[config.mk]
export PLATFORM = sky130hd
export DESIGN_NAME = frame_tx_ctrl
export DESIGN_NICKNAME = d
export VERILOG_FILES = /design/src/rtl/frame_tx_pkg.sv /design/src/rtl/ftx_fifo.sv /design/src/rtl/ftx_seq.sv /design/src/rtl/frame_tx_ctrl.sv
export SDC_FILE = /design/constraint.sdc
export NUM_CORES = 1
export LEC_CHECK = 0
export ABC_CLOCK_PERIOD_IN_PS = 2200
export CORE_MARGIN = 5
export CORE_UTILIZATION = 48
export DETAILED_ROUTE_END_ITERATION = 7
export HOLD_SLACK_MARGIN = 0.05
export PLACE_DENSITY_LB_ADDON = 0.2
export REMOVE_ABC_BUFFERS = 1
export SYNTH_ARGS = -nofsm -noshare
export SYNTH_HDL_FRONTEND = slang
export SYNTH_SLANG_ARGS = --single-unit
[constraint.sdc]
create_clock -name clk -period 2.2 [get_ports clk]
set_input_delay 0.55 -clock clk [delete_from_list [all_inputs] [get_ports clk]]
set_output_delay 0.55 -clock clk [all_outputs]
set_load 0.1 [all_outputs]
[src/rtl/frame_tx_pkg.sv]
package frame_tx_pkg;
  localparam int QDEPTH   = 3;
  localparam int MAX_COLL = 8;
  localparam int FLAG_LEN = 8;

  localparam int ST_EN    = 0;
  localparam int ST_NF    = 1;
  localparam int ST_DONE  = 2;
  localparam int ST_COLL  = 3;
  localparam int ST_UNDER = 4;
  localparam int ST_NOACK = 5;

  typedef enum logic [2:0] {
    PH_IDLE, PH_PRE, PH_DATA, PH_CRC, PH_EFLAG, PH_IFS
  } phase_t;
endpackage

[src/rtl/ftx_fifo.sv]
module ftx_fifo #(
  parameter int DEPTH = 3,
  parameter int W     = 8
) (
  input  logic         clk,
  input  logic         rst,
  input  logic         flush,
  input  logic         push,
  input  logic [W-1:0] din,
  input  logic         pop,
  output logic [W-1:0] dout,
  output logic         empty,
  output logic         not_full
);
  localparam int PW = (DEPTH > 1) ? $clog2(DEPTH) : 1;
  localparam int CW = $clog2(DEPTH + 1);

  logic [W-1:0]  mem [DEPTH];
  logic [PW-1:0] wptr, rptr;
  logic [CW-1:0] cnt;
  logic          do_push, do_pop;

  assign empty    = (cnt == '0);
  assign not_full = (cnt != CW'(DEPTH));
  assign do_push  = push && not_full && !flush;
  assign do_pop   = pop && !empty && !flush;
  assign dout     = mem[rptr];

  function automatic logic [PW-1:0] nxt(input logic [PW-1:0] p);
    return (p == PW'(DEPTH - 1)) ? '0 : p + 1'b1;
  endfunction

  always_ff @(posedge clk) begin
    if (do_push) mem[wptr] <= din;
  end

  always_ff @(posedge clk) begin
    if (rst || flush) begin
      wptr <= '0;
      rptr <= '0;
      cnt  <= '0;
    end else begin
      if (do_push) wptr <= nxt(wptr);
      if (do_pop)  rptr <= nxt(rptr);
      case ({do_push, do_pop})
        2'b10:   cnt <= cnt + 1'b1;
        2'b01:   cnt <= cnt - 1'b1;
        default: cnt <= cnt;
      endcase
    end
  end
endmodule

[src/rtl/ftx_seq.sv]
module ftx_seq
  import frame_tx_pkg::*;
#(
  parameter int CRC_BITS = 16,
  parameter int IFS_BITS = 12
) (
  input  logic clk,
  input  logic rst,
  input  logic clr,
  input  logic en,
  input  logic bit_tick,
  input  logic coll_in,
  input  logic ack_in,
  input  logic ack_en,
  input  logic bcast,
  input  logic dma_mode,
  input  logic dma_zero,
  input  logic fifo_empty,
  output logic pop,
  output logic ev_done,
  output logic ev_coll,
  output logic ev_under,
  output logic ev_noack,
  output logic ev_stop,
  output logic idle
);
  localparam int ML  = (CRC_BITS > IFS_BITS) ? CRC_BITS : IFS_BITS;
  localparam int MX  = (ML > FLAG_LEN) ? ML : FLAG_LEN;
  localparam int BW  = $clog2(MX + 1);
  localparam int CCW = $clog2(MAX_COLL + 2);

  phase_t         state, nstate;
  logic [BW-1:0]  bcnt, nbcnt, len;
  logic [CCW-1:0] ccnt, nccnt;
  logic           acked, nacked, last;

  assign idle = (state == PH_IDLE);

  always_comb begin
    case (state)
      PH_CRC:  len = BW'(CRC_BITS);
      PH_IFS:  len = BW'(IFS_BITS);
      default: len = BW'(FLAG_LEN);
    endcase
    last = bit_tick && (bcnt == len - 1'b1);
  end

  always_comb begin
    nstate = state; nbcnt = bcnt; nccnt = ccnt; nacked = acked;
    pop = 1'b0; ev_done = 1'b0; ev_coll = 1'b0;
    ev_under = 1'b0; ev_noack = 1'b0; ev_stop = 1'b0;
    if (bit_tick && !last) nbcnt = bcnt + 1'b1;
    if (!clr) begin
      case (state)
        PH_IDLE: begin
          nbcnt = '0;
          if (en && !fifo_empty) nstate = PH_PRE;
        end
        PH_PRE: begin
          if (coll_in) begin
            nbcnt = '0;
            nccnt = ccnt + 1'b1;
            if (ccnt == CCW'(MAX_COLL)) begin
              ev_coll = 1'b1; ev_stop = 1'b1; nstate = PH_IDLE;
            end
          end else if (last) begin
            pop = 1'b1; nbcnt = '0; nstate = PH_DATA;
          end
        end
        PH_DATA: begin
          if (coll_in) begin
            ev_coll = 1'b1; ev_stop = 1'b1; nstate = PH_IDLE;
          end else if (last) begin
            nbcnt = '0;
            if (!fifo_empty) pop = 1'b1;
            else if (dma_mode && !dma_zero) begin
              ev_under = 1'b1; ev_stop = 1'b1; nstate = PH_IDLE;
            end else nstate = PH_CRC;
          end
        end
        PH_CRC: begin
          if (coll_in) begin
            ev_coll = 1'b1; ev_stop = 1'b1; nstate = PH_IDLE;
          end else if (last) begin
            nbcnt = '0; nstate = PH_EFLAG;
          end
        end
        PH_EFLAG: begin
          if (coll_in) begin
            ev_stop = 1'b1; nstate = PH_IDLE;
          end else if (last) begin
            nbcnt = '0; nacked = 1'b0;
            if (ack_en) nstate = PH_IFS;
            else begin
              ev_done = 1'b1; ev_stop = 1'b1; nstate = PH_IDLE;
            end
          end
        end
        PH_IFS: begin
          if (ack_in) nacked = 1'b1;
          if (last) begin
            ev_stop = 1'b1; nstate = PH_IDLE;
            if (bcast || acked || ack_in) ev_done = 1'b1;
            else ev_noack = 1'b1;
          end
        end
        default: nstate = PH_IDLE;
      endcase
    end
  end

  always_ff @(posedge clk) begin
    if (rst || clr) begin
      state <= PH_IDLE;
      bcnt  <= '0;
      ccnt  <= '0;
      acked <= 1'b0;
    end else begin
      state <= nstate;
      bcnt  <= nbcnt;
      ccnt  <= nccnt;
      acked <= nacked;
    end
  end
endmodule

[src/rtl/frame_tx_ctrl.sv]
module frame_tx_ctrl
  import frame_tx_pkg::*;
#(
  parameter int CRC_BITS = 16,
  parameter int IFS_BITS = 12,
  parameter int DW       = 8
) (
  input  logic          clk,
  input  logic          rst,
  input  logic          reg_wr,
  input  logic [7:0]    reg_wdata,
  output logic [7:0]    reg_rdata,
  input  logic          fifo_wr,
  input  logic [DW-1:0] fifo_wdata,
  input  logic          bit_tick,
  input  logic          coll_in,
  input  logic          ack_in,
  input  logic          ack_en,
  input  logic          bcast,
  input  logic          dma_mode,
  input  logic          dma_zero,
  output logic          shift_load,
  output logic [DW-1:0] shift_byte,
  output logic          tx_hold_hi
);
  logic          en_q, done_q, coll_q, under_q, noack_q;
  logic          wr_on, q_empty, q_nf, pop;
  logic          ev_done, ev_coll, ev_under, ev_noack, ev_stop, idle;
  logic [DW-1:0] q_dout;
  logic          unused_wbits;

  assign unused_wbits = &{1'b0, reg_wdata[7:1]};
  assign wr_on        = reg_wr && reg_wdata[0];

  ftx_fifo #(.DEPTH(QDEPTH), .W(DW)) u_fifo (
    .clk(clk), .rst(rst), .flush(wr_on), .push(fifo_wr), .din(fifo_wdata),
    .pop(pop), .dout(q_dout), .empty(q_empty), .not_full(q_nf)
  );

  ftx_seq #(.CRC_BITS(CRC_BITS), .IFS_BITS(IFS_BITS)) u_seq (
    .clk(clk), .rst(rst), .clr(reg_wr), .en(en_q), .bit_tick(bit_tick),
    .coll_in(coll_in), .ack_in(ack_in), .ack_en(ack_en), .bcast(bcast),
    .dma_mode(dma_mode), .dma_zero(dma_zero), .fifo_empty(q_empty),
    .pop(pop), .ev_done(ev_done), .ev_coll(ev_coll), .ev_under(ev_under),
    .ev_noack(ev_noack), .ev_stop(ev_stop), .idle(idle)
  );

  always_ff @(posedge clk) begin
    if (rst) begin
      en_q <= 1'b0; done_q <= 1'b0; coll_q <= 1'b0;
      under_q <= 1'b0; noack_q <= 1'b0;
    end else begin
      if (reg_wr)       en_q <= reg_wdata[0];
      else if (ev_stop) en_q <= 1'b0;
      if (wr_on) begin
        done_q <= 1'b0; coll_q <= 1'b0; under_q <= 1'b0; noack_q <= 1'b0;
      end else begin
        if (ev_done)  done_q  <= 1'b1;
        if (ev_coll)  coll_q  <= 1'b1;
        if (ev_under) under_q <= 1'b1;
        if (ev_noack) noack_q <= 1'b1;
      end
    end
  end

  always_ff @(posedge clk) begin
    if (rst) begin
      shift_load <= 1'b0;
      shift_byte <= '0;
    end else begin
      shift_load <= pop;
      if (pop) shift_byte <= q_dout;
    end
  end

  assign tx_hold_hi = idle;

  always_comb begin
    reg_rdata           = '0;
    reg_rdata[ST_EN]    = en_q;
    reg_rdata[ST_NF]    = q_nf;
    reg_rdata[ST_DONE]  = done_q;
    reg_rdata[ST_COLL]  = coll_q;
    reg_rdata[ST_UNDER] = under_q;
    reg_rdata[ST_NOACK] = noack_q;
  end
endmodule

## Yosys cells after proc, flatten, opt, wreduce, memory -nomap -nowiden

Memory sizes are Yosys's and may differ from the RTL's. A register that Yosys moved wholly into a read port is not among the register bits.
Index checks and enable logic that the tools add are counted.

| storage, ports and cells | value |
|---|---|
| word-level logic and storage cells | 139 |
| bits of input ports | 27 |
| memories | 1 |
| register bits after elaboration | 25 |
| bits in writable memories | 24 |
| output and inout bits | 18 |

Memories:

| memory | depth | width | read ports | clocked after memory_dff | wr ports | line | source |
|---|---|---|---|---|---|---|---|
| u_fifo.mem | 3 | 8 | 1 | 1 | 1 | ftx_fifo.sv:18 | `logic [W-1:0] mem [DEPTH];` |

| operators by class | value |
|---|---|
| reductions and logical operators | 28 |
| muxes and demuxes | 66 |
| $add $sub $neg | 7 |
| equality and inequality tests | 23 |
| bitwise logic cells | 1 |

Operators by type and width:

| operator | count |
|---|---|
| two-way mux 3 bit | 13 |
| two-way mux 1 bit | 36 |
| two-way mux 5 bit | 5 |
| != test 3 x 2 -> 1 bit (second input constant) | 6 |
| one-hot mux 3 bit (6 select lines) | 1 |
| one-hot mux 5 bit (3 select lines) | 1 |
| one-hot mux 5 bit (2 select lines) | 1 |
| logical AND 1 bit | 9 |
| AND reduction 9 bit | 1 |
| one-hot mux 1 bit (2 select lines) | 4 |
| adder 2 x 1 -> 2 bit (second input constant) | 3 |
| == test 2 bit (second input constant) | 3 |
| == test 3 x 2 -> 1 bit (second input constant) | 2 |
| == test 3 bit (second input constant) | 2 |
| two-way mux 2 bit | 3 |
| != test 2 x 1 -> 1 bit (second input constant) | 3 |
| != test 2 bit (second input constant) | 3 |
| nonzero test 2 bit | 3 |
| adder 5 x 1 -> 5 bit (second input constant) | 1 |
| == test 5 bit | 1 |
| one-hot mux 1 bit (5 select lines) | 1 |
| AND reduction 5 bit | 1 |
| subtractor 5 x 1 -> 5 bit (second input constant) | 1 |
| adder 4 x 1 -> 4 bit (second input constant) | 1 |
| other kinds (13) | 20 |

## Depth between registers and ports, before layout

Gate-level depths: netlist (run 1).

| logic depth | value |
|---|---|
| word-level depth | 13 |
| depth in mapped cells | 9 |

## Hierarchy

From an unflattened synthesis (run 1), not the netlist that was laid out.

| unflattened totals | value |
|---|---|
| cells, all modules | 291 |
| area, all modules | 2862.7 um2 |

Modules (own cells, without submodules):

| module | instances | cells each | area each (um2) |
|---|---|---|---|
| ftx_fifo | 1 | 90 | 1234.9 |
| ftx_seq | 1 | 150 | 1094.8 |
| frame_tx_ctrl | 1 | 51 | 533.0 |

## Worst setup path after synthesis (run 1)

OpenSTA, ideal clock, no wires.

| timing path | value |
|---|---|
| path type | register -> register |
| from | reg u_seq.state[2] |
| to | reg u_seq.state[0] |
| required time | 2128 ps |
| data arrival time | 3363 ps |
| stages on the path, launching flop included | 7 |
| setup time | 72 ps |
| slack | -1234 ps |
| buffers on the path | 2 |
| cell sequence | dfxtp_1 buf_6 clkbuf_1 nor3_1 a21oi_1 o2111ai_2 mux2i_1 |

| on the way | value |
|---|---|
| elaborated cells on any way between the ends | 20 |
| classes of those cells | 1 x add/sub; 14 x eq/ne; 2 x mux; 3 x reduce/logical |

RTL lines:

| item | line | source |
|---|---|---|
| start, declared | ftx_seq.sv:32 | `phase_t state, nstate;` |
| start signal, assigned | ftx_seq.sv:119 | `state <= nstate;` |
| zero test 3 bit * | -- |  |
| net tx_hold_hi | frame_tx_ctrl.sv:24 | `output logic tx_hold_hi` |
| != test 2 x 1 -> 1 bit (no line) | -- |  |
| AND reduction 9 bit (no line) | -- |  |

Mark *: on every way through the listed nets, which the timed path passes. The rest lies on a longest branch.
A chain may end at the register's enable or synchronous reset.

## Final worst setup path (run 1)

| timing path | value |
|---|---|
| from | reg u_seq.bcnt[3] |
| to | reg u_fifo.cnt[1] |

| on the way | value |
|---|---|
| cells in the longest elaborated chain, start to end | 10 |
| elaborated cells on any way between the ends | 14 |
| classes of those cells | 3 x eq/ne; 7 x mux; 4 x reduce/logical |

Ends and longest elaborated chain:

| item | line | source |
|---|---|---|
| start, declared | ftx_seq.sv:33 | `logic [BW-1:0] bcnt, nbcnt, len;` |
| start signal, assigned | ftx_seq.sv:120 | `bcnt <= nbcnt;` |
| == test 5 bit * | ftx_seq.sv:45 | `last = bit_tick && (bcnt == len - 1'b1);` |
| logical AND 1 bit * | ftx_seq.sv:45 |  |
| two-way mux 1 bit, on equally long branches | ftx_seq.sv:73, ftx_seq.sv:66 |  |
| two-way mux 1 bit, on equally long branches | ftx_seq.sv:71, ftx_seq.sv:60 |  |
| one-hot mux 1 bit (2 select lines) * | ftx_seq.sv:54 | `case (state)` |
| two-way mux 1 bit * | ftx_seq.sv:53 | `if (!clr) begin` |
| logical AND 1 bit * (2 in series) | ftx_fifo.sv:26 | `assign do_pop = pop && !empty && !flush;` |
| net u_fifo.do_pop | ftx_fifo.sv:21 | `logic do_push, do_pop;` |
| == test 2 x 1 -> 1 bit / == test 2 bit (equally long branches) | ftx_fifo.sv:45 | `case ({do_push, do_pop})` |
| one-hot mux 2 bit (2 select lines) / nonzero test 2 bit (equally long branches) | -- |  |
| end signal, assigned | ftx_fifo.sv:46 | `2'b10: cnt <= cnt + 1'b1;` |
| end signal, assigned | ftx_fifo.sv:47 | `2'b01: cnt <= cnt - 1'b1;` |
| end signal, assigned | ftx_fifo.sv:48 | `default: cnt <= cnt;` |
| end, declared | ftx_fifo.sv:20 | `logic [CW-1:0] cnt;` |

Marks and branches as above.

==> impl_results.md, run 1 <==
* Area taken by flip-flops and latches at 1380 um2
* Clock buffer count from CTS at 9
* Clock input transition at the sequential cells of the worst setup and hold paths at roughly 0.060 ns
* TritonCTS clock tree: yes
* Worst-Skew Late Latency at 0.33 ns
* Final clock skew at 0.00871 ns
* Area of the die at approximately 7400 um2
* Gate Count Post-Synth at around 290
* Min cycle time layout at roughly 2.1 ns
* Worst hold-check slack at 0.466 ns
* Clk network pwr share at 42.2%
* Fraction of synthesized cell area taken by the top area cell type at 25.9%
* Vias in the first global route at 2000
* Final Net Count at 373
* DRC viols at 0
* Average size of a mapped cell at 9.56 um2
* Fin worst setup slack at roughly 0.054 ns
* Footprint of the multi-input gates at 1230 um2
* Result of the run: finished, final reports clean
* Power Internal at 1.71 mW
* Synth warn at 0
* Worst min path class: reg -> reg
* Data required, critical path at 2.46 ns
* Main area contributors after synthesis: sky130_fd_sc_hd__edfxtp_1, sky130_fd_sc_hd__dfxtp_1, sky130_fd_sc_hd__mux2i_1
* Number of hold violations in the final report at 0
* Area Overhead vs Synth at 24.6%
* EDFF count, synth at 24
* Die extent in y at 86.1 um
* Setup crit start kind: register
* Data arrival time of the critical path at 2.40 ns
* Setup repair after global routing missed its margin: yes
* Post-synthesis sequential element count at between 50 and 60
* Routed wire length at between 5000 and 6000 um
* Diode count at 0
* Fraction of power consumed by combinational cells at 7.4%
* Detailed-route vias per instance at 5.32
* Standard-cell rows at 27
* Switching power share of the total at 23.7%
* Max-slew violation count at 0
* Buffer type at the clock tree root: sky130_fd_sc_hd__clkbuf_8
* Total non-filler cell area in the finished layout at 3470 um2
* Post-route antenna net violation count at 0
* Post-CTS Repair Setup Buffers at 0
* Commonest register cell after synthesis: sky130_fd_sc_hd__dfxtp_1
* Proportion of synthesized chip area in sequential cells at 49.7%
* Final weighted congestion in routability-driven placement at about 0.89
* Fraction of layout cells with a size suffix above 1 at 19.0%
* Overall global routing resource usage at 16.6%
* Power density of the placed cells at between 600 and 700 nW/um2
* Core outline area at 5570 um2
* Setup violations, final at 0
* Worst voltage drop across the vdd grid at 466 uV
* Largest fanout on the critical path at 8
* Overflow after GRT at 0
* Antenna violations before repair at 0
* Die width at 86.1 um
* Post-detailed-placement half-perimeter wirelength at 4320 um
* Clk sink count at 57
* FFs w/ async S/R, synth at 0%
* Number of inserted filler cells in the final layout at 497
* Area post-placement at around 3300 um2
* Kind of end point of the critical path: register
* Average wire per cell in the routed design at 14.1 um
* Count of buffers inserted at the top-level ports at 35
* Pin count of the biggest net entering global routing at 20
* Iteration-0 DRC count of the detailed router at 119
* Max-cap violations at 0
* I/O pin count at 45
* Critical setup path kind: reg -> reg
* Count of H-tree levels built during CTS at 3
* Iteration count of the initial detailed-routing pass at 6
* Initial standard-cell utilization of the core at 49.9%
* Net Sw Power at 533 uW
* Transition time of the tightest slew-check pin at around 0.56 ns
* Longest Clk Path Bufs at 2
* Highest clock rate at 0.466 GHz
* P_leak at 1.23 nW
* Yosys top cell by area: sky130_fd_sc_hd__edfxtp_1
* Max_slew headroom at 62.8%
* First-pass GRT wire length at 9390 um
* Combined area of all synthesized cells at roughly 2800 um2
* Share of power burned in registers at around half
* Ratio of final minimum period to clock period at 97.5%
* Count of different cell masters after synthesis at 50
* Setup Slack @ Placement at -0.168 ns
* Total of hold buffers inserted after clock tree synthesis at 0
* Via count of the routed design at 2229
==> final cells by class <==
class                      count  area share, %
sequential                    57           39.9
multi-input combinational    203           35.6
timing repair buffer          63           15.4
clock buffer                   9           3.57
tap                           72           2.60
clock inverter                 7           2.02
inverter                       8          0.866
==> critical path: stages, from the launching register on <==
cell and delay [ns]:
sky130_fd_sc_hd__dfxtp_2 0.35, sky130_fd_sc_hd__or3b_1 0.38, sky130_fd_sc_hd__o32a_2 0.23, sky130_fd_sc_hd__a21oi_4 0.13
sky130_fd_sc_hd__and4b_1 0.22, sky130_fd_sc_hd__ha_1 0.24, sky130_fd_sc_hd__or3_1 0.39, sky130_fd_sc_hd__a21oi_2 0.13
==> cell usage in the layout (no fill, tap or decap), types with 3 or more instances in the layout <==
cell type,count
sky130_fd_sc_hd__buf_4,43
sky130_fd_sc_hd__nor2_1,31
sky130_fd_sc_hd__dfxtp_1,31
sky130_fd_sc_hd__nand2_1,26
sky130_fd_sc_hd__edfxtp_1,24
sky130_fd_sc_hd__o21ai_0,23
sky130_fd_sc_hd__a21oi_1,23
sky130_fd_sc_hd__clkdlybuf4s50_1,19
sky130_fd_sc_hd__mux2i_1,14
sky130_fd_sc_hd__nand4_1,10
sky130_fd_sc_hd__clkbuf_8,9
sky130_fd_sc_hd__inv_1,8
sky130_fd_sc_hd__nor3_1,7
sky130_fd_sc_hd__or3_1,7
sky130_fd_sc_hd__nand2b_1,7
sky130_fd_sc_hd__xor2_1,5
sky130_fd_sc_hd__nand3_1,5
sky130_fd_sc_hd__ha_1,4
sky130_fd_sc_hd__nand4b_1,3
sky130_fd_sc_hd__o211ai_1,3
sky130_fd_sc_hd__xnor2_1,3
sky130_fd_sc_hd__a31oi_1,3
==> path summary, 6_finish.rpt <==
check	end	from	slack [ns]	depth (start not counted)
max reg2reg	u_fifo.cnt[1]	u_seq.bcnt[3]	0.05	7
min reg2reg	u_seq.acked	u_seq.acked	0.47	2
min	u_seq.acked	u_seq.acked	0.47	2
max	u_fifo.cnt[1]	u_seq.bcnt[3]	0.05	7
==> power groups by stage <==
| stage | Clock, mW | Sequential, mW | Combinational [mW] |
|---|---|---|---|
| after global placement | 0 | 1.15 | 0.162 |
| after detailed placement | 0 | 1.16 | 0.164 |
| after floorplan | 0 | 1.16 | 0.0686 |
| after CTS | 0.975 | 1.13 | 0.165 |
| after global routing | 1.03 | 1.13 | 0.179 |
| final | 0.949 | 1.13 | 0.166 |
==> routing by layer <==
metal / track usage [%] / part of all wire [%] / vias up
li1: - / - / 1143
met1: 19.7 / 43 / 1023
met2: 27.4 / 50 / 57
met3: 6.72 / 6.0 / 6
met4: 5.32 / 0.93 / 0
met5: 0 / 0 / -
==> cell usage after synthesis, drive strengths merged (2+ instances only) <==
master / number
o21ai: 24
inv: 8
xor2: 5
a31oi: 3
nand4: 10
nor3: 7
a21oi: 25
xnor2: 3
dfxtp: 33
nand4b: 3
ha: 4
or3: 7
o211ai: 3
nor4: 2
nand2b: 7
nand3: 5
edfxtp: 24
nor2: 31
o311ai: 2
o32a: 2
nand2: 26
clkbuf: 9
mux2i: 14
buf: 15
==> sequential cells by signal (all words and copies together) (netlist names) <==
signal,count
u_fifo.mem,24
shift_byte,8
u_seq.bcnt,5
u_seq.ccnt,4
u_seq.state,3
u_fifo.cnt,2
u_fifo.rptr,2
u_fifo.wptr,2
coll_q,1
done_q,1
en_q,1
noack_q,1
shift_load,1
u_seq.acked,1
under_q,1
==> what timing repair did <==
| item | CTS | global route |
|---|---|---|
| setup endpoints to repair | 1 | 1 |
| pin swaps | 0 | 1 |
| gates resized for setup | 1 | 2 |
==> cells by family (layout without fill, tap and decap cells) <==
logic type | count (synthesis) | count (layout) | share of synthesized area [%]
flops | 57 | 57 | 49.7
simple gates | 108 | 108 | 19.4
fa+ha+maj | 4 | 4 | 1.80
mux | 14 | 14 | 5.04
other cells | 1 | 2 | 0.135
compound gates | 67 | 67 | 15.3
xor+xnor | 8 | 8 | 2.52
buf+inv | 32 | 87 | 6.21
==> stage by stage <==
step / power [mW] / TNS, ns / util, % / cells
after global routing: 2.34 / -0.0412 / 62.2 / 419
final: 2.25 / 0 / 62.2 / 419
after global placement: 1.32 / -0.425 / 58.6 / 403
after floorplan: 1.23 / -9.06 / - / 268
after CTS: 2.27 / 0 / 62.1 / 419
after detailed placement: 1.32 / -0.561 / 58.6 / 403
No activity file was read; power rests on OpenSTA's default activity.
==> run 2: changes to the inputs <==
--- a/config.mk
+++ b/config.mk
@@ -10,7 +10,7 @@
 export CORE_UTILIZATION = 48
 export DETAILED_ROUTE_END_ITERATION = 7
 export HOLD_SLACK_MARGIN = 0.05
-export PLACE_DENSITY_LB_ADDON = 0.2
+export PLACE_DENSITY_LB_ADDON = 0.05
 export REMOVE_ABC_BUFFERS = 1
 export SYNTH_ARGS = -nofsm -noshare
 export SYNTH_HDL_FRONTEND = slang
==> run 2 against run 1 <==
Compared with the run above: non-clock buffer count rose by 2; combinational power barely moved; critical endpoint unchanged; critical path type unchanged; clock skew fell by 0.0031 ns; fmax fell by 3.1%; sequential power barely moved; critical path depth did not move; global-route usage rose by 0.64 points; clock-buffer cell count rose by 1; sequential cell count did not move; the flow now finishes with violations (negative setup slack); cell area rose by 1.2%; die area did not move; register-to-register slack got worse by 0.07 ns.
==> impl_results.md, run 2 (synthesis results as in run 1) <==
* Max-cap violations at 0
* Net Sw Power at 522 uW
* Leading cell types in the layout, fill and taps excluded: sky130_fd_sc_hd__buf_4, sky130_fd_sc_hd__nor2_1, sky130_fd_sc_hd__dfxtp_1
* Buffer type at the clock tree root: sky130_fd_sc_hd__clkbuf_8
* Final clock skew at around 0.0056 ns
* Post-layout power at 2.23 mW
* Setup repair after global routing missed its margin: yes
* Clk network pwr share at a little over two fifths
* Overall global routing resource usage at 17.3%
* Power Internal at 1.71 mW
* Critical path's largest stage delay at just under 0.4 ns
* Highest clock rate at roughly 0.45 GHz
* Pin count of the biggest net entering global routing at 20
* Fraction of layout cells with a size suffix above 1 at 20.1%
* Iteration count of the initial detailed-routing pass at 4
* Fin worst setup slack at -0.0141 ns
* Number of hold violations in the final report at 0
* Transition time of the tightest slew-check pin at 0.560 ns
* Fraction of power consumed by combinational cells at 7.5%
* Count of H-tree levels built during CTS at 3
* Result of the run: complete, but fails checks
* Worst voltage drop across the vdd grid at 507 uV
* Clock buffer count from CTS at 9
* Overflow after GRT at 0
* Area post-placement at 3270 um2
* Area Overhead vs Synth at 26.1%
* Setup Slack @ Placement at -0.184 ns
* Final Net Count at around 380
* TritonCTS clock tree: yes
* Via count of the routed design at 2268
* Detailed-route vias per instance at ~5.4
* Critical setup path kind: reg -> reg
* Max-slew violation count at 0
* Clock input transition at the sequential cells of the worst setup and hold paths at 0.06 ns
* Clk sink count at 57
* Longest Clk Path Bufs at 2
* Data required, critical path at 2.46 ns
* Standard-cell rows at 27
* Buf+Inv Stages, Crit Path at 0
* Count of buffers inserted at the top-level ports at 35
* Largest fanout on the critical path at 8
* Violations in the final reports: negative setup slack
* Max_slew headroom at 62.6%
* Largest delay contributor family on the critical path: simple AND/OR/NAND/NOR gates
* Setup crit start kind: register
* Post-detailed-placement half-perimeter wirelength at 4330 um
* Number of inserted filler cells in the final layout at slightly below 500
* Largest regs: u_fifo.mem (24), shift_byte (8), u_seq.bcnt (5)
* Share of power burned in registers at 50.7%
* Worst min path class: reg -> reg
* Iteration-0 DRC count of the detailed router at about 130
* Vias in the first global route at 2107
* First-pass GRT wire length at 9900 um
* Average wire per cell in the routed design at 14.5 um
* Antenna violations before repair at 0
* Cell with the largest stage delay on the worst path: sky130_fd_sc_hd__or3_4
* Die width at 86.1 um
* Die extent in y at 86.1 um
* Most common cell after layout, fill and taps aside: sky130_fd_sc_hd__buf_4
* Diode count at 0
* Setup violations, final at 1
* Worst-Skew Late Latency at 0.34 ns
* Data arrival time of the critical path at 2.48 ns
* DRC viols at 0
* Register with the most flip-flops: u_fifo.mem
* Summed negative setup slack over all endpoints at -0.0141 ns
* Kind of end point of the critical path: register
* Flip-flop count of the largest register, all copies and words added at 24
* Initial standard-cell utilization of the core at 49.9%
* Worst path cell trace: or3b_1 > o32a_4 > a21oi_4 > and4b_1 > ha_4 > or3_4 > a21oi_2
* I/O pin count at 45
* Post-route antenna net violation count at 0
* P_leak at 1.25 nW
* Ratio of final minimum period to clock period at 101%
* Core outline area at 5570 um2
* Switching power share of the total at a little under a quarter
* Min cycle time layout at about 2.2 ns
* Final weighted congestion in routability-driven placement at between 0.8 and 0.9
* Routed wire length at roughly 6100 um
* Power density of the placed cells at 635 nW/um2
* Area of the die at 7420 um2
* Total non-filler cell area in the finished layout at approximately 3500 um2
## run 2: cell types whose count changed in the layout (fill, tap and decap cells not counted), sizes merged
cell      delta
buf          +2
clkbuf       +1
clkinv       +1
clkinvlp     -1
inv          -1
## run 2: metrics by stage
step / util, % / hold WS [ns] / cells
finish: 62.9 / 0.472 / 421
floorplan: - / 0.433 / 268
CTS: 62.0 / 0.473 / 419
global route: 62.9 / 0.503 / 421
detailed placement: 58.6 / 0.465 / 403
global placement: 58.6 / 0.457 / 403
## run 2: power by group through the flow
stage	combinational, mW	sequential [mW]	clock (mW)
6_report	0.168	1.13	0.932
5_1_grt	0.180	1.13	1.01
4_1_cts	0.164	1.13	0.953
3_5_place_dp	0.164	1.16	0
3_3_place_gp	0.163	1.15	0
2_1_floorplan	0.0686	1.16	0
## run 2: what timing repair did
item                                   CTS  global route
endpoints found under the hold margin    0             0
setup endpoints to repair                1             1
pin swaps                                0             5
gates resized for setup                  1             9
hold buffers                             0             0
buffers inserted                         0             2
## run 2: final cells by class
cell class	count	area, um2	share of cell area [%]
clock inverters	6	58.8	1.68
multi-input cells	203	1260	36.0
inverters	8	30.0	0.856
flip-flops and latches	57	1390	39.6
repair buffers	65	548	15.6
clock buffers	10	128	3.64
well taps	72	90.1	2.57
## run 2: metal layers
layer  up-vias  GRT usage [%]  routed length (um)
met5         -              0                   0
met4         0           7.19                 127
met1      1058           20.9                2630
met3        14           6.63                 335
met2        48           27.4                3010
li1       1148              -                   -
## run 2: worst min-delay path, cell delays in order, from the launching register on
cell and delay [ns]:
sky130_fd_sc_hd__dfxtp_1 0.32, sky130_fd_sc_hd__nand2_1 0.06, sky130_fd_sc_hd__o21bai_1 0.05
## run 2: path summary, 6_finish.rpt
check / slack [ns] / to / start / cells past startpoint
hold reg to reg: 0.47 / u_seq.acked / u_seq.acked / 2
setup / recovery: -0.01 / u_fifo.cnt[1] / u_seq.bcnt[3] / 7
setup reg to reg: -0.01 / u_fifo.cnt[1] / u_seq.bcnt[3] / 7
hold / removal: 0.47 / u_seq.acked / u_seq.acked / 2
==> run 3: changes to the inputs <==
--- a/config.mk
+++ b/config.mk
@@ -8,10 +8,10 @@
 export ABC_CLOCK_PERIOD_IN_PS = 2200
 export CORE_MARGIN = 5
 export CORE_UTILIZATION = 48
+export CTS_CLUSTER_DIAMETER = 60
 export DETAILED_ROUTE_END_ITERATION = 7
 export HOLD_SLACK_MARGIN = 0.05
 export PLACE_DENSITY_LB_ADDON = 0.05
-export REMOVE_ABC_BUFFERS = 1
 export SYNTH_ARGS = -nofsm -noshare
 export SYNTH_HDL_FRONTEND = slang
 export SYNTH_SLANG_ARGS = --single-unit
==> run 3 against run 2 <==
Compared with the run above: the flow now finishes without violations; clock skew grew 0.0032 ns; clock-buffer cell count unchanged; routed wire length shrank 1.6%; fmax up 5.3%; core utilization rose by 1.4 points; total power grew 2.8%; clock power increased by 6.3%; critical endpoint unchanged; largest cell class unchanged.
==> impl_results.md, run 3 (synthesis results as in run 1) <==
* Share of power burned in registers at 49.3%
* Initial standard-cell utilization of the core at 49.9%
* Core outline area at 5570 um2
* Setup violations, final at 0
* Flip-flop count of the largest register, all copies and words added at 24
* Area of the die at 7420 um2
* Ratio of final minimum period to clock period at 95.6%
* Count of H-tree levels built during CTS at 3
* Min cycle time layout at approximately 2.1 ns
* Fraction of power consumed by combinational cells at roughly 7.4%
* Final weighted congestion in routability-driven placement at 0.847
* Final clock skew at 0.00883 ns
* Worst voltage drop across the vdd grid at 550 uV
* Power Internal at 1.75 mW
* Vias in the first global route at between 2000 and 2500
* Power density of the placed cells at between 600 and 700 nW/um2
* Iteration-0 DRC count of the detailed router at 123
* Diode count at 0
* Largest regs: u_fifo.mem (24), shift_byte (8), u_seq.bcnt (5)
* Area post-placement at 3320 um2
* Buffer type at the clock tree root: sky130_fd_sc_hd__clkbuf_8
* Routed wire length at 6000 um
* Worst r2r src: u_seq.bcnt[3]
* Source of the worst hold timing path: u_seq.acked
* Post-route antenna net violation count at 0
* Post-detailed-placement half-perimeter wirelength at roughly 4400 um
* Net Sw Power at 539 uW
* Result of the run: finished, final reports clean
* Highest clock rate at ~0.48 GHz
* Die width at 86.1 um
* Clock input transition at the sequential cells of the worst setup and hold paths at 0.07 ns
* Most common cell after layout, fill and taps aside: sky130_fd_sc_hd__buf_4
* Iteration count of the initial detailed-routing pass at 4
* Largest fanout on the critical path at 7
* Data arrival time of the critical path at ~2.4 ns
* Clk network pwr share at 43.3%
* Transition time of the tightest slew-check pin at roughly 0.54 ns
* Overflow after GRT at 0
* Startpoint of the worst setup timing path: u_seq.bcnt[3]
* Via count of the routed design at between 2000 and 2500
* Post-layout power at 2.29 mW
* DRC viols at 0
* Detailed-route vias per instance at 5.37
* Kind of end point of the critical path: register
* Setup crit start kind: register
* Overall global routing resource usage at 16.8%
* Critical setup path kind: reg -> reg
* Switching power share of the total at approximately a quarter
* Die extent in y at around 86 um
* Fraction of layout cells with a size suffix above 1 at between 20% and 30%
* Number of hold violations in the final report at 0
* Count of buffers inserted at the top-level ports at 35
* Setup repair after global routing missed its margin: no
* Area Overhead vs Synth at 28.9%
* First-pass GRT wire length at 9630 um
* Max-cap violations at 0
* Final Net Count at 378
* I/O pin count at 45
* Total of hold buffers inserted after clock tree synthesis at 0
* TritonCTS clock tree: yes
* Register with the most flip-flops: u_fifo.mem
* Longest Clk Path Bufs at 2
* P_leak at about 1.3 nW
* Total non-filler cell area in the finished layout at 3580 um2
* Worst-Skew Late Latency at 0.33 ns
* Clk sink count at 57
* Max_slew headroom at between 60% and 70%
* Antenna violations before repair at 0
* Average wire per cell in the routed design at 14.2 um
* Summed negative setup slack over all endpoints at 0 ns
* Data required, critical path at roughly 2.5 ns
* Clock buffer count from CTS at 9
* Worst min path class: reg -> reg
* Pin count of the biggest net entering global routing at 20
* Max-slew violation count at 0
* Standard-cell rows at 27
* Leading cell types in the layout, fill and taps excluded: sky130_fd_sc_hd__buf_4, sky130_fd_sc_hd__nor2_1, sky130_fd_sc_hd__dfxtp_1
==> run 3: power groups by stage <==
stage	registers (mW)	logic, mW	clock network [mW]
2_1_floorplan	1.15	0.0880	0
3_3_place_gp	1.15	0.166	0
3_5_place_dp	1.15	0.167	0
4_1_cts	1.13	0.167	1.01
5_1_grt	1.13	0.183	1.06
6_report	1.13	0.169	0.991
==> run 3: worst paths after layout <==
kind | to | slack [ns] | cells past startpoint
min reg2reg | u_seq.acked | 0.46 | 2
max reg2reg | u_fifo.cnt[1] | 0.1 | 7
max | u_fifo.cnt[1] | 0.1 | 7
min | u_seq.acked | 0.46 | 2
==> run 3: cell type report <==
class / count / area [um2]
Inverter: 8 / 30.0
Tap cell: 72 / 90.1
Timing Repair Buffer: 68 / 596
Clock inverter: 6 / 66.3
Fill cell: 476 / 1990
Sequential cell: 57 / 1390
Clock buffer: 10 / 138
Multi-Input combinational cell: 203 / 1280
==> run 3: timing repair <==
item,in CTS,in global routing
endpoints found under the setup margin,0,1
setup buffers,0,2
resized for setup,0,10
endpoints found under the hold margin,0,0
==> run 3: metal layers <==
metal  up-vias  part of all wire [%]  global-route usage [%]
met1      1047                    43                    19.7
met3        14                   4.3                    3.75
met4         0                   2.3                    9.06
met2        58                    51                    28.3
met5         -                     0                       0
li1       1156                     -                       -
==> run 3: worst max-delay path, stage by stage, from the launching register on <==
cell and delay [ns]:
sky130_fd_sc_hd__dfxtp_4 0.37, sky130_fd_sc_hd__or3b_4 0.39, sky130_fd_sc_hd__o32a_4 0.21, sky130_fd_sc_hd__a21oi_4 0.12, sky130_fd_sc_hd__and4b_1 0.24, sky130_fd_sc_hd__ha_4 0.21
sky130_fd_sc_hd__or3_4 0.38, sky130_fd_sc_hd__a21oi_2 0.11
==> run 3: metrics by stage <==
step	hold slack, ns	cells	setup WS (ns)	utilization (%)
finish	0.460	424	0.0975	64.3
global placement	0.452	406	-0.134	59.6
floorplan	0.433	292	0.0264	-
CTS	0.463	422	0.0582	63.3
detailed placement	0.454	406	-0.114	59.6
global route	0.486	424	0.0129	64.3
